File: src/rtl/aperture_pkg.sv
package aperture_pkg;

  localparam int DATA_W = 32;

  typedef struct packed {
    logic winWrite;
    logic issueMem;
    logic respLocal;
    logic respUnmapped;
    logic respMem;
  } pagerStrobes_t;

endpackage

File: src/rtl/aperture_pager_ctrl.sv
module aperture_pager_ctrl
  import aperture_pkg::*;
#(
  parameter int APER_W = 20,
  parameter logic [APER_W-1:0] WIN_OFFSET = 20'h0310C
) (
  input  logic              clk,
  input  logic              rstN,
  input  logic              reqValid,
  input  logic              reqWrite,
  input  logic [APER_W-1:0] reqOffset,
  input  logic              winEnable,
  input  logic              memRespValid,
  output logic              waitRead,
  output pagerStrobes_t     strobes
);

  logic accept;
  logic isWinReg;
  logic isUpper;

  assign accept   = reqValid && !waitRead;
  assign isWinReg = (reqOffset[APER_W-1:2] == WIN_OFFSET[APER_W-1:2]);
  assign isUpper  = reqOffset[APER_W-1];

  always_comb begin
    strobes = '0;
    if (accept) begin
      if (isWinReg) begin
        strobes.winWrite  = reqWrite;
        strobes.respLocal = !reqWrite;
      end else if (isUpper && !winEnable) begin
        strobes.respUnmapped = !reqWrite;
      end else begin
        strobes.issueMem = 1'b1;
      end
    end
    strobes.respMem = waitRead && memRespValid;
  end

  always_ff @(posedge clk) begin
    if (!rstN) begin
      waitRead <= 1'b0;
    end else if (strobes.issueMem && !reqWrite) begin
      waitRead <= 1'b1;
    end else if (strobes.respMem) begin
      waitRead <= 1'b0;
    end
  end

endmodule

File: src/rtl/aperture_pager_dp.sv
module aperture_pager_dp
  import aperture_pkg::*;
#(
  parameter int APER_W     = 20,
  parameter int WIN_W      = 6,
  parameter int ENABLE_POS = 30,
  parameter int INT_W      = APER_W - 1 + WIN_W
) (
  input  logic              clk,
  input  logic              rstN,
  input  pagerStrobes_t     strobes,
  input  logic              reqWrite,
  input  logic [APER_W-1:0] reqOffset,
  input  logic [DATA_W-1:0] reqWdata,
  input  logic [DATA_W-1:0] memRdata,
  output logic              winEnable,
  output logic              respValid,
  output logic [DATA_W-1:0] respRdata,
  output logic              memReqValid,
  output logic              memWrite,
  output logic [INT_W-1:0]  memAddr,
  output logic [DATA_W-1:0] memWdata
);

  localparam int PAGE_W = APER_W - 1;

  logic [WIN_W-1:0]  winValue;
  logic [WIN_W-1:0]  pageSel;
  logic [INT_W-1:0]  xlatAddr;
  logic [DATA_W-1:0] winReadback;
  logic [DATA_W-1:0] respNext;

  always_ff @(posedge clk) begin
    if (!rstN) begin
      winValue  <= '0;
      winEnable <= 1'b0;
    end else if (strobes.winWrite) begin
      winValue  <= reqWdata[WIN_W-1:0];
      winEnable <= reqWdata[ENABLE_POS];
    end
  end

  assign pageSel  = reqOffset[APER_W-1] ? winValue : '0;
  assign xlatAddr = {pageSel, reqOffset[PAGE_W-1:2], 2'b00};

  always_comb begin
    winReadback                = '0;
    winReadback[WIN_W-1:0]     = winValue;
    winReadback[ENABLE_POS]    = winEnable;
  end

  always_comb begin
    respNext = '0;
    if (strobes.respLocal)         respNext = winReadback;
    else if (strobes.respUnmapped) respNext = '1;
    else if (strobes.respMem)      respNext = memRdata;
  end

  always_ff @(posedge clk) begin
    if (!rstN) begin
      memReqValid <= 1'b0;
      memWrite    <= 1'b0;
      memAddr     <= '0;
      memWdata    <= '0;
      respValid   <= 1'b0;
      respRdata   <= '0;
    end else begin
      memReqValid <= strobes.issueMem;
      respValid   <= strobes.respLocal | strobes.respUnmapped | strobes.respMem;
      if (strobes.issueMem) begin
        memWrite <= reqWrite;
        memAddr  <= xlatAddr;
        memWdata <= reqWdata;
      end
      if (strobes.respLocal | strobes.respUnmapped | strobes.respMem) begin
        respRdata <= respNext;
      end
    end
  end

endmodule

File: src/rtl/aperture_pager.sv
module aperture_pager
  import aperture_pkg::*;
#(
  parameter int APER_W     = 20,
  parameter int WIN_W      = 6,
  parameter int ENABLE_POS = 30,
  parameter logic [APER_W-1:0] WIN_OFFSET = 20'h0310C,
  parameter int INT_W      = APER_W - 1 + WIN_W
) (
  input  logic              clk,
  input  logic              rstN,
  input  logic              reqValid,
  input  logic              reqWrite,
  input  logic [APER_W-1:0] reqOffset,
  input  logic [DATA_W-1:0] reqWdata,
  output logic              respValid,
  output logic [DATA_W-1:0] respRdata,
  output logic              memReqValid,
  output logic              memWrite,
  output logic [INT_W-1:0]  memAddr,
  output logic [DATA_W-1:0] memWdata,
  input  logic              memRespValid,
  input  logic [DATA_W-1:0] memRdata
);

  pagerStrobes_t strobes;
  logic          waitRead;
  logic          winEnable;

  aperture_pager_ctrl #(
    .APER_W(APER_W), .WIN_OFFSET(WIN_OFFSET)
  ) u_ctrl (
    .clk(clk), .rstN(rstN), .reqValid(reqValid), .reqWrite(reqWrite),
    .reqOffset(reqOffset), .winEnable(winEnable),
    .memRespValid(memRespValid), .waitRead(waitRead), .strobes(strobes)
  );

  aperture_pager_dp #(
    .APER_W(APER_W), .WIN_W(WIN_W), .ENABLE_POS(ENABLE_POS), .INT_W(INT_W)
  ) u_dp (
    .clk(clk), .rstN(rstN), .strobes(strobes), .reqWrite(reqWrite),
    .reqOffset(reqOffset), .reqWdata(reqWdata), .memRdata(memRdata),
    .winEnable(winEnable), .respValid(respValid), .respRdata(respRdata),
    .memReqValid(memReqValid), .memWrite(memWrite), .memAddr(memAddr),
    .memWdata(memWdata)
  );

endmodule

File: config.mk
export PLATFORM = sky130hd
export DESIGN_NAME = aperture_pager
export DESIGN_NICKNAME = d
export VERILOG_FILES = /design/src/rtl/aperture_pkg.sv /design/src/rtl/aperture_pager_ctrl.sv /design/src/rtl/aperture_pager_dp.sv /design/src/rtl/aperture_pager.sv
export SDC_FILE = /design/constraint.sdc
export NUM_CORES = 1
export LEC_CHECK = 0
export ABC_AREA = 0
export BUFFER_PORTS_ARGS = -buffer_cell sky130_fd_sc_hd__clkbuf_2
export CORE_ASPECT_RATIO = 0.9
export CORE_UTILIZATION = 47
export DETAILED_ROUTE_END_ITERATION = 8
export HOLD_SLACK_MARGIN = 0.15
export PLACE_DENSITY = 0.9
export SETUP_SLACK_MARGIN = 0.4
export SYNTH_ARGS = -nofsm -noshare
export SYNTH_HDL_FRONTEND = slang
export SYNTH_SLANG_ARGS = --single-unit
File: constraint.sdc
create_clock -name clk -period 2.2 [get_ports clk]
set_input_delay 0.11 -clock clk [delete_from_list [all_inputs] [get_ports clk]]
set_output_delay 0.11 -clock clk [all_outputs]
set_load 0.01 [all_outputs]
### After elaboration in Yosys (flattened, before gate mapping)

Cells that the tools add are included.

| operators by class | value |
|---|---|
| equality and inequality tests | 1 |
| multiplexer cells | 13 |
| reductions and logical operators | 8 |
| bitwise operators | 2 |

Operators by type and width:

| operator | count |
|---|---|
| $mux 32 | 3 |
| $eq 18x12->1 const B | 1 |
| $mux 1 | 8 |
| $mux 6 | 1 |
| $logic_and 1x1->1 | 4 |
| $mux 4 | 1 |
| $logic_not 1->1 | 3 |
| $or 1x1->1 | 2 |
| $reduce_bool 2->1 | 1 |

| storage, ports and cells | value |
|---|---|
| word-level logic and storage cells | 33 |
| input bits | 89 |
| register bits after elaboration | 98 |

### Logic depth before layout (Yosys ltp)

| depth | value |
|---|---|
| depth in word-level cells | 7 |
| gate-level depth with buffers | 8 |

### Modules after synthesis

Synthesis repeated with hierarchy kept, for this count alone.

| unflattened totals | value |
|---|---|
| cell total of the unflattened synthesis | 354 |
| area, all modules | 3897.5 sq um |

Modules (own cells, without submodules):

| module | cells an instance | area each (sq um) | times used | sequential area each (sq um) |
|---|---|---|---|---|
| aperture_pager_dp | 334 | 3744.8 | 1 | 1941.9 |
| aperture_pager_ctrl | 20 | 152.6 | 1 | 20.0 |

### Worst setup path after synthesis

OpenSTA, ideal clock, no wires.

| path | value |
|---|---|
| path type | flip-flop to flip-flop |
| from | register u_ctrl.waitRead |
| to | register u_dp.respRdata[20] |
| data required time | 2.078 ns |
| slack | 0.517 ns |
| cell stages (with the launch flop) | 6 |
| arrival | 1.561 ns |
| library setup time | 0.122 ns |
| period minus slack after synthesis | 1.683 ns |
| path through | dfxtp_1 -> or3b_1 -> buf_2 -> o311a_4 -> buf_6 -> a221o_1 |

| on the way | value |
|---|---|
| cells in the longest elaborated chain, start to end | 5 |
| elaborated cells between the ends (all ways) | 9 |
| classes of those cells | mux (4); bitwise (2); reduce/logical (3) |

Ends and longest elaborated chain:

| element | RTL line | source |
|---|---|---|
| start, declared | aperture_pager_ctrl.sv:14 | `output logic waitRead,` |
| start signal, assigned | aperture_pager_ctrl.sv:43 | `waitRead <= 1'b0;` |
| start signal, assigned | aperture_pager_ctrl.sv:45 | `waitRead <= 1'b1;` |
| start signal, assigned | aperture_pager_ctrl.sv:47 | `waitRead <= 1'b0;` |
| $logic_not 1->1 | aperture_pager_ctrl.sv:22 | `assign accept = reqValid && !waitRead;` |
| $logic_and 1x1->1 | aperture_pager_ctrl.sv:22 |  |
| $mux 4 | aperture_pager_ctrl.sv:28 | `if (accept) begin` |
| $mux 32 / $or 1x1->1 (equally long branches) | aperture_pager_dp.sv:55, aperture_pager_dp.sv:75 |  |
| $mux 32 / $or 1x1->1 (equally long branches) | aperture_pager_dp.sv:54, aperture_pager_dp.sv:75 |  |
| end signal, assigned | aperture_pager_dp.sv:76 | `respRdata <= respNext;` |
| end, declared | aperture_pager_dp.sv:18 | `output logic [DATA_W-1:0] respRdata,` |

Several ways; a longest one is shown, not always the timed one.
A chain may end at the register's enable or synchronous reset.

### Worst setup path after layout

| path | value |
|---|---|
| from | input port reqOffset[14] |
| to | register u_dp.respRdata[14] |

| on the way | value |
|---|---|
| cells in the longest elaborated chain, start to end | 5 |
| elaborated cells between the ends (all ways) | 8 |
| classes of those cells | eq/ne (1); mux (5); bitwise (2) |

Ends and longest elaborated chain:

| element | RTL line | source |
|---|---|---|
| start, declared | aperture_pager.sv:14 | `input logic [APER_W-1:0] reqOffset,` |
| $eq 18x12->1 (*) | aperture_pager_ctrl.sv:23 | `assign isWinReg = (reqOffset[APER_W-1:2] == WIN_OFFSET[APER_W-1:2]);` |
| $mux 1 | aperture_pager_ctrl.sv:29 | `if (isWinReg) begin` |
| $mux 4 (*) | aperture_pager_ctrl.sv:28 |  |
| $mux 32 / $or 1x1->1 (equally long branches) | aperture_pager_dp.sv:55, aperture_pager_dp.sv:75 |  |
| $mux 32 / $or 1x1->1 (equally long branches) | aperture_pager_dp.sv:54, aperture_pager_dp.sv:75 |  |

Mark *: on every way between the ends. The rest lies on a longest branch, timed or not.

==> flow_summary.yaml <==
yosys:
  ys_seq_area_share_pct: 48.9
  synth-seq-cells: 98
  syn_area_per_cell_sq_um: 9.70
  yosys-top-cells-area: "dfxtp_1, mux2i_1, nand2_1"
  ys_warn_count: 0
  syn_area_sq_mm: 0.00402
  ys.flop_type: "dfxtp_1"
  postSynth.asyncResetShare_pct: 0
  yosysTopAreaCell: "dfxtp_1"
  yosysMostFrequentCell: "nand2_1"
  ys_types: 33
  synth-edff-count: 0
  synth_common_cells: "nand2_1, dfxtp_1, mux2i_1"
  synthCells: 414
  synth_top_cell_area_share_pct: 48.9
global_routing:
  grt_max_degree: 135
  grt_pass1_vias: 3759
  grt_use_total_pct: 26.8
  globalRouteOverflowTotal: 0
  grt_pass1_wl_mm: 18.5
  antenna_found_initial: 0
worst_setup_path:
  worstPathCellList: "dlygate4sd3_1 -> clkbuf_2 -> and4bb_4 -> nand2_8 -> o311a_2 -> a221o_1"
  path_max_fanout: 6
  arrival_ps: 2080
  start_kind: "input port"
  rr_worst_depth: 3
  required_ps: 2450
  crit_type: "in -> reg"
  cpPeakStageDelay_ps: 570
  end_kind: "flip-flop"
  cp_slowest_cell: "dlygate4sd3_1"
clock_network:
  numCtsBuffers: 9
  cts_buffer_depth: 2
  insertion_delay_ps: 360
  clkSlewWorstSetupHoldPaths_ps: 100
  cts_sinks: 98
  cts_tree: "yes"
  ctsHtreeMaxLevel: 3
  cts-root-buf: "clkbuf_8"
final_layout:
  final_core_util_pct: 73.7
  nNetsFinal: 746
  drive_above_1_share_pct: 34.3
  fillCellCount: 559
  diodes: 0
  syn2layout_area_growth_pct: 49.5
floorplan:
  ios: 181
  start_util_pct: 49.3
  chipHeight_um: 89.7
  rows: 31
  fp.dieW_um: 99.4
  die_area_sq_mm: 0.00892
  core-area_sq_mm: 0.00815
hold_path:
  hold_depth: 3
  min_path_type: "in -> reg"
timing:
  fin_ws_ps: 371
  fin_hold_ws_ps: 172
  hold_viol_final: 0
  rsz0062_at_grt: "true"
  fmax_ghz: 0.547
  relSlewSlack_pct: 61.4
  setup-violations-final: 0
  skew_ps: 6.86
  fin_crit_ps: 1830
  tns_ps: 0
  worst_pin_slew_ps: 580
  slew_viol_final: 0
  period_share_pct: 83.1
pwr:
  power_per_cell_area_mw_per_mm2: 623
  power_leakage_nw: 2.71
  peakVddDrop_uv: 427
routing:
  drt_iter0_drc: 269
  vias: 4100
  remaining_drc_errors: 0
  wl_per_cell_um: 16.7
  routed_wl_mm: 12.7
  antenna_left: 0
  first_pass_iters: 5
  detail_route.vias_per_cell: 5.39
placement:
  pre_cts_ws_ps: 284
  io_buffers: 176
  place.gp.congestion: 0.765
  dp_hpwl_mm: 6.75
run_status:
  status: "finished clean"
flow_run:
  cap_violations: 0
==> critical path: cells and delay by family <==
kind	cells	cell delay, ps
simple gates	2	450
buf+inv	2	710
compound gates	2	800
==> cells by family (layout without fill, tap and decap cells) <==
family | count (synthesis) | after routing | share of synthesized area [%]
other cells | 1 | 2 | 0.0934
mux | 63 | 63 | 15.7
simple gates | 155 | 155 | 17.9
compound gates | 58 | 62 | 12.3
flops | 98 | 98 | 48.9
buf+inv | 39 | 281 | 5.11
==> report_power, final <==
part	leakage [nW]	internal, mW	switching [mW]
logic	1.81	0.320	0.312
clock network	0.0954	0.559	0.629
registers	0.801	1.86	0.0544
==> layout by cell type, fill, tap and decap left out, types with 3 or more instances in the layout <==
| cell type | n |
|---|---|
| clkbuf_2 | 174 |
| o21ai_0 | 8 |
| o41ai_1 | 7 |
| nor2_1 | 3 |
| dfxtp_1 | 97 |
| a221o_1 | 20 |
| buf_4 | 11 |
| o211a_4 | 3 |
| o22ai_1 | 7 |
| mux2i_1 | 63 |
| dlygate4sd3_1 | 75 |
| a221o_2 | 5 |
| nand2_1 | 123 |
| nand3_1 | 14 |
| a21oi_1 | 7 |
| clkbuf_8 | 10 |
==> what timing repair did <==
action | in CTS | in global routing
buffers inserted | 2 | 5
gates resized for setup | 4 | 6
gates cloned | 2 | 2
hold endpoints to repair | 84 | 0
hold buffers | 76 | 0
setup endpoints to repair | 89 | 46
pin swaps | 2 | 5
==> final timing paths <==
check	startpoint	to	slack, ps
hold / removal	memRespValid	u_ctrl.waitRead$_SDFFE_PN0P_	170
hold reg to reg	u_dp.memAddr[3]$_SDFFE_PN0P_	u_dp.memAddr[3]$_SDFFE_PN0P_	460
setup / recovery	reqOffset[14]	u_dp.respRdata[14]$_SDFFE_PN0P_	370
setup reg to reg	u_ctrl.waitRead$_SDFFE_PN0P_	u_dp.respRdata[18]$_SDFFE_PN0P_	430
==> per-layer routing <==
metal  track usage (%)  vias up  share of wire (%)
met3              6.73       19                6.9
li1                  -     1946                  -
met1              30.4     1948                 40
met5                 0        -                  0
met4              9.49        0                1.3
met2              49.7      187                 51
==> metrics by stage <==
step                      instance area [sq um]  total power [mW]  instances
final                                      6000              3.74        760
after global routing                       6000              3.88        760
after global placement                     4890              2.42        658
after detailed placement                   4890              2.44        658
after floorplan                            4020              2.23        415
after CTS                                  5900              3.73        753
==> area by class of cell <==
type,count,area [sq um],area share [%]
flip-flops and latches,98,1960,32.7
multi-input cells,282,1950,32.4
clock buffers,10,138,2.29
well taps,99,124,2.06
clock inverters,5,62.6,1.04
repair buffers,264,1760,29.3
inverters,2,7.51,0.125
==> flip-flops by register name, indices dropped and copies added (netlist names) <==
signal,count
u_dp.memWdata,32
u_dp.respRdata,32
u_dp.memAddr,23
u_dp.winValue,6
u_ctrl.waitRead,1
u_dp.memReqValid,1
u_dp.memWrite,1
u_dp.respValid,1
u_dp.winEnable,1
No activity file was read; power rests on OpenSTA's default activity.
